`config.mk`:
```
export PLATFORM = sky130hd
export DESIGN_NAME = card_reset_sequencer
export DESIGN_NICKNAME = d
export VERILOG_FILES = /design/src/rtl/card_reset_pkg.sv /design/src/rtl/rst_delay_counter.sv /design/src/rtl/rst_seq_fsm.sv /design/src/rtl/card_reset_sequencer.sv
export SDC_FILE = /design/constraint.sdc
export NUM_CORES = 1
export LEC_CHECK = 0
export ABC_CLOCK_PERIOD_IN_PS = 4900
export BUFFER_PORTS_ARGS = -buffer_cell sky130_fd_sc_hd__clkbuf_2
export CORE_MARGIN = 3
export CORE_UTILIZATION = 56
export CTS_CLUSTER_SIZE = 16
export DETAILED_ROUTE_END_ITERATION = 16
export HOLD_SLACK_MARGIN = 0.15
export PLACE_DENSITY = 0.87
export SETUP_SLACK_MARGIN = 0.02
export SKIP_CTS_REPAIR_TIMING = 1
export SLEW_MARGIN = 25
export SYNTH_ARGS = -nofsm -noshare
export SYNTH_HDL_FRONTEND = slang
export SYNTH_SLANG_ARGS = --single-unit
```
`constraint.sdc`:
```
create_clock -name clk -period 4.9 [get_ports clk]
set_input_delay 0.98 -clock clk [delete_from_list [all_inputs] [get_ports clk]]
set_output_delay 0.98 -clock clk [all_outputs]
set_load 0.005 [all_outputs]
```
`src/rtl/card_reset_pkg.sv`:
```
package card_reset_pkg;
    typedef enum logic [1:0] {
        ST_OFF      = 2'd0,
        ST_HOLD     = 2'd1,
        ST_COUNT    = 2'd2,
        ST_RELEASED = 2'd3
    } rst_state_e;
endpackage

```
`src/rtl/rst_delay_counter.sv`:
```
module rst_delay_counter #(
    parameter int CNT_W = 8
) (
    input  logic             clk,
    input  logic             rst_n,
    input  logic             load,
    input  logic [CNT_W-1:0] load_val,
    input  logic             dec,
    output logic             last
);
    localparam logic [CNT_W-1:0] ONE = CNT_W'(1);

    logic [CNT_W-1:0] cnt_q;

    always_ff @(posedge clk or negedge rst_n) begin
        if (!rst_n) begin
            cnt_q <= '0;
        end else if (load) begin
            cnt_q <= load_val;
        end else if (dec && cnt_q != '0) begin
            cnt_q <= cnt_q - ONE;
        end
    end

    assign last = (cnt_q == ONE);

    // the delay is captured at COUNT entry
    a_r9_load_capture: assert property (@(posedge clk) disable iff (!rst_n)
        load |=> (cnt_q == $past(load_val)));

    a_r9_hold_without_dec: assert property (@(posedge clk) disable iff (!rst_n)
        (!load && !dec) |=> $stable(cnt_q));
endmodule

```
`src/rtl/rst_seq_fsm.sv`:
```
module rst_seq_fsm
    import card_reset_pkg::*;
(
    input  logic       clk,
    input  logic       rst_n,
    input  logic       power_good,
    input  logic       hold_req,
    input  logic       delay_zero,
    input  logic       etu_tick,
    input  logic       cnt_last,
    output logic       load_cnt,
    output logic       dec_cnt,
    output logic       card_rst_n,
    output logic       release_pulse
);
    rst_state_e state_q, state_d;

    // the next-state decision
    always_comb begin
        state_d = state_q;
        if (!power_good) begin
            state_d = ST_OFF;
        end else begin
            unique case (state_q)
                ST_OFF, ST_HOLD: begin
                    if (hold_req)        state_d = ST_HOLD;
                    else if (delay_zero) state_d = ST_RELEASED;
                    else                 state_d = ST_COUNT;
                end
                ST_COUNT: begin
                    if (hold_req)                  state_d = ST_HOLD;
                    else if (etu_tick && cnt_last) state_d = ST_RELEASED;
                end
                ST_RELEASED: begin
                    if (hold_req) state_d = ST_HOLD;
                end
                default: state_d = ST_OFF;
            endcase
        end
    end

    // the state register
    always_ff @(posedge clk or negedge rst_n) begin
        if (!rst_n) state_q <= ST_OFF;
        else        state_q <= state_d;
    end

    // the registered outputs
    always_ff @(posedge clk or negedge rst_n) begin
        if (!rst_n) begin
            card_rst_n    <= 1'b0;
            release_pulse <= 1'b0;
        end else begin
            card_rst_n    <= (state_d == ST_RELEASED);
            release_pulse <= (state_d == ST_RELEASED) && (state_q != ST_RELEASED);
        end
    end

    assign load_cnt = (state_d == ST_COUNT) && (state_q != ST_COUNT);
    assign dec_cnt  = (state_q == ST_COUNT) && etu_tick;

    a_r1_power_loss_off: assert property (@(posedge clk) disable iff (!rst_n)
        !power_good |=> (!card_rst_n && state_q == ST_OFF));

    a_r4_hold_drives_low: assert property (@(posedge clk) disable iff (!rst_n)
        hold_req |=> !card_rst_n);

    a_r7_abort_to_hold: assert property (@(posedge clk) disable iff (!rst_n)
        (state_q == ST_COUNT && hold_req && power_good) |=> state_q == ST_HOLD);

    a_r3_wait_without_tick: assert property (@(posedge clk) disable iff (!rst_n)
        (state_q == ST_COUNT && !etu_tick && power_good && !hold_req) |=> state_q == ST_COUNT);

    a_r8_pulse_on_rise: assert property (@(posedge clk) disable iff (!rst_n)
        $rose(card_rst_n) |-> release_pulse);

    a_r8_pulse_only_on_rise: assert property (@(posedge clk) disable iff (!rst_n)
        release_pulse |-> (card_rst_n && !$past(card_rst_n)));
endmodule

```
`src/rtl/card_reset_sequencer.sv`:
```
module card_reset_sequencer #(
    parameter int DELAY_W = 8
) (
    input  logic               clk,
    input  logic               rst_n,
    input  logic               supply_en,
    input  logic               supply_ok,
    input  logic               hold_req,
    input  logic [DELAY_W-1:0] delay_etu,
    input  logic               etu_tick,
    output logic               card_rst_n,
    output logic               release_pulse
);
    logic power_good;
    logic load_cnt;
    logic dec_cnt;
    logic cnt_last;
    logic delay_zero;

    assign power_good = supply_en && supply_ok;
    assign delay_zero = (delay_etu == '0);

    rst_delay_counter #(.CNT_W(DELAY_W)) i_cnt (
        .clk      (clk),
        .rst_n    (rst_n),
        .load     (load_cnt),
        .load_val (delay_etu),
        .dec      (dec_cnt),
        .last     (cnt_last)
    );

    rst_seq_fsm i_fsm (
        .clk           (clk),
        .rst_n         (rst_n),
        .power_good    (power_good),
        .hold_req      (hold_req),
        .delay_zero    (delay_zero),
        .etu_tick      (etu_tick),
        .cnt_last      (cnt_last),
        .load_cnt      (load_cnt),
        .dec_cnt       (dec_cnt),
        .card_rst_n    (card_rst_n),
        .release_pulse (release_pulse)
    );

    a_r6_no_release_unpowered: assert property (@(posedge clk) disable iff (!rst_n)
        card_rst_n |-> $past(power_good));
endmodule

```
==> flow_summary.json <==
{
  "hp-start": "i_fsm.state_q[0]$_DFF_PN0_",
  "cellLeakagePower_uw": 0.000406,
  "cp.arrival_ns": 2.51,
  "rows": 12,
  "io_buffers": 15,
  "nets": 103,
  "ys_ff_latch": 12,
  "final_cells": 99,
  "final_core_util_pct": 73.8,
  "yosysSeqAreaShare_pct": 39.6,
  "slew_headroom_pct": 44.8,
  "fp.dieW_um": 42.8,
  "finClkSkew_ns": 0.00779,
  "num_vias": 611,
  "core_area_mm2": 0.00119,
  "crit_family": "compound AO/OA/AOI/OAI gates",
  "placedCellCount": 95,
  "vdd_drop_max_uv": 290,
  "rsz0062_at_grt": "no",
  "grt_start_max_net_pins": 16,
  "yosysUniqueCellTypes": 28,
  "gp_congestion": 0.833,
  "period_share_pct": 47.8,
  "min_path_cells": 1,
  "netlist_area_um2": 758,
  "reg2reg_depth": 4,
  "hold_viol": 0,
  "fmax_mhz": 427,
  "grt_pass1_wl_mm": 2.55,
  "hold_path_class": "reg2reg",
  "dp_hpwl_mm": 1.25,
  "worstSetupPathDepth": 5,
  "firstDrtPassIters": 4,
  "cpPeakStageDelay_ns": 0.71,
  "place_area_um2": 840,
  "ys.flop_type": "dfrtp_1",
  "synthArstFlopShare_pct": 100,
  "status": "finished clean",
  "finalInstanceArea_um2": 876,
  "die_area_mm2": 0.00183,
  "tightestPinTransition_ns": 0.826,
  "setup_violations": 0,
  "critPathMaxFanout": 15,
  "holdWs_ns": 0.466,
  "critPathKind": "in2reg",
  "path_buf_inv": 1,
  "powerDensity_mw_per_mm2": 334,
  "diodes": 0,
  "routed_wl_mm": 1.55,
  "maxCapViolations": 0,
  "cp.required_ns": 5.07,
  "syn_avg_cell_area_um2": 11.3,
  "crit_start": "hold_req",
  "synth.net_count": 84,
  "initial_utilization_pct": 63.9,
  "ios": 16,
  "area_growth_pct": 15.5,
  "start_kind": "primary input",
  "fin_tns_setup_ns": 0,
  "grt.overflow.total": 0,
  "ant_nets": 0,
  "finalMaxSlewViolations": 0,
  "drc": 0,
  "synth-edff-count": 0,
  "htreeDepth": 1,
  "cts-root-buf": "clkbuf_4",
  "path_clk_slew_ns": 0.07,
  "period_minus_slack_ns": 2.34,
  "dieHeight_um": 42.8,
  "r2r-start": "i_cnt.cnt_q[6]$_DFFE_PN0P_",
  "clock_latency_ns": 0.28,
  "clock_path_buffers": 2,
  "path_cells": "clkbuf_2, nand3b_4, a211oi_2, mux2i_1, a221o_1",
  "antenna_found_initial": 0,
  "crit_path_end_kind": "flip-flop",
  "grt_usage_pct": 18.7,
  "ys_warn_count": 0,
  "syn-instance-count": 67,
  "drive_gt1_share_pct": 30.6,
  "critPathSlowestCell": "a211oi_2",
  "cts.sinks": 12,
  "vias_per_cell": 6.17,
  "wl_per_cell_um": 15.7,
  "grt_pass1_vias": 579,
  "drtIter0Drc": 27,
  "numCtsBuffers": 3,
  "cts_tree": "built"
}
## kinds of logic (layout without fill, tap and decap cells)
group | count (synthesis) | count (layout) | share of synthesized area [%]
muxes | 6 | 6 | 7.92
and+or+nand+nor | 24 | 24 | 22.9
buffers and inverters | 6 | 24 | 3.96
DFF | 12 | 12 | 39.6
adders and majority gates | 3 | 3 | 4.95
AOI/OAI and AO/OA | 16 | 16 | 20.6
## cells in the mapped netlist, types with 2 or more instances
cell type / number / area, um2
dfrtp_1: 12 / 300
nor2_1: 8 / 30.0
a221o_1: 7 / 70.1
nor4_1: 2 / 12.5
mux2i_1: 6 / 60.1
nor3b_1: 2 / 15.0
and2_1: 3 / 18.8
inv_1: 5 / 18.8
ha_1: 3 / 37.5
## layout by cell type (no fill, tap or decap), types with 2 or more instances in the layout
cell      synthesis  layout
clkbuf_2          0      15
mux2i_1           6       6
nor3b_1           2       2
and2_1            3       3
nor4_1            2       2
inv_1             5       5
nor2_1            8       8
dfrtp_1          12      12
clkbuf_4          0       3
ha_1              3       3
a221o_1           7       7
## flip-flops by register name, indices dropped and copies added, names as in the netlist
| register | cells |
|---|---|
| i_cnt.cnt_q | 8 |
| i_fsm.card_rst_n | 1 |
| i_fsm.release_pulse | 1 |
| i_fsm.state_q | 2 |
## metal layers
metal | vias to the layer above | global-route usage [%] | part of all wire, %
li1 | 300 | - | -
met1 | 292 | 25.2 | 44
met2 | 17 | 28.1 | 49
met3 | 2 | 7.63 | 6.7
met4 | 0 | 3.73 | 0.58
met5 | - | 0 | 0
## path summary, 6_finish.rpt
path                                                       to  slack (ns)
worst max-delay path               i_cnt.cnt_q[5]$_DFFE_PN0P_        2.56
worst min-delay path            i_fsm.release_pulse$_DFF_PN0_        0.47
worst max register to register     i_cnt.cnt_q[5]$_DFFE_PN0P_        3.10
worst min register to register  i_fsm.release_pulse$_DFF_PN0_        0.47
max in group asynchronous          i_cnt.cnt_q[2]$_DFFE_PN0P_        4.09
min in group asynchronous          i_cnt.cnt_q[4]$_DFFE_PN0P_        0.57
## area by class of cell
cell class	instances	area [um2]
clock buffer	4	36.3
fill	88	310
inverter	5	18.8
multi-input combinational	49	428
sequential	12	300
tap	14	17.5
timing repair buffer	15	75.1
## per-stage QoR
step,worst slack (ns),total power [uW]
2_1_floorplan,2.76,192
3_3_place_gp,2.37,212
3_5_place_dp,2.27,216
4_1_cts,2.57,294
5_1_grt,2.42,309
6_report,2.56,293
## report_power, final
part / total [uW] / switching, uW / internal [uW]
registers: 139 / 23.5 / 116
clock network: 76.9 / 31.6 / 45.2
logic: 76.7 / 40.2 / 36.5
total: 293 / 95.3 / 197
Note: power is estimated with default switching activity, not from simulation.
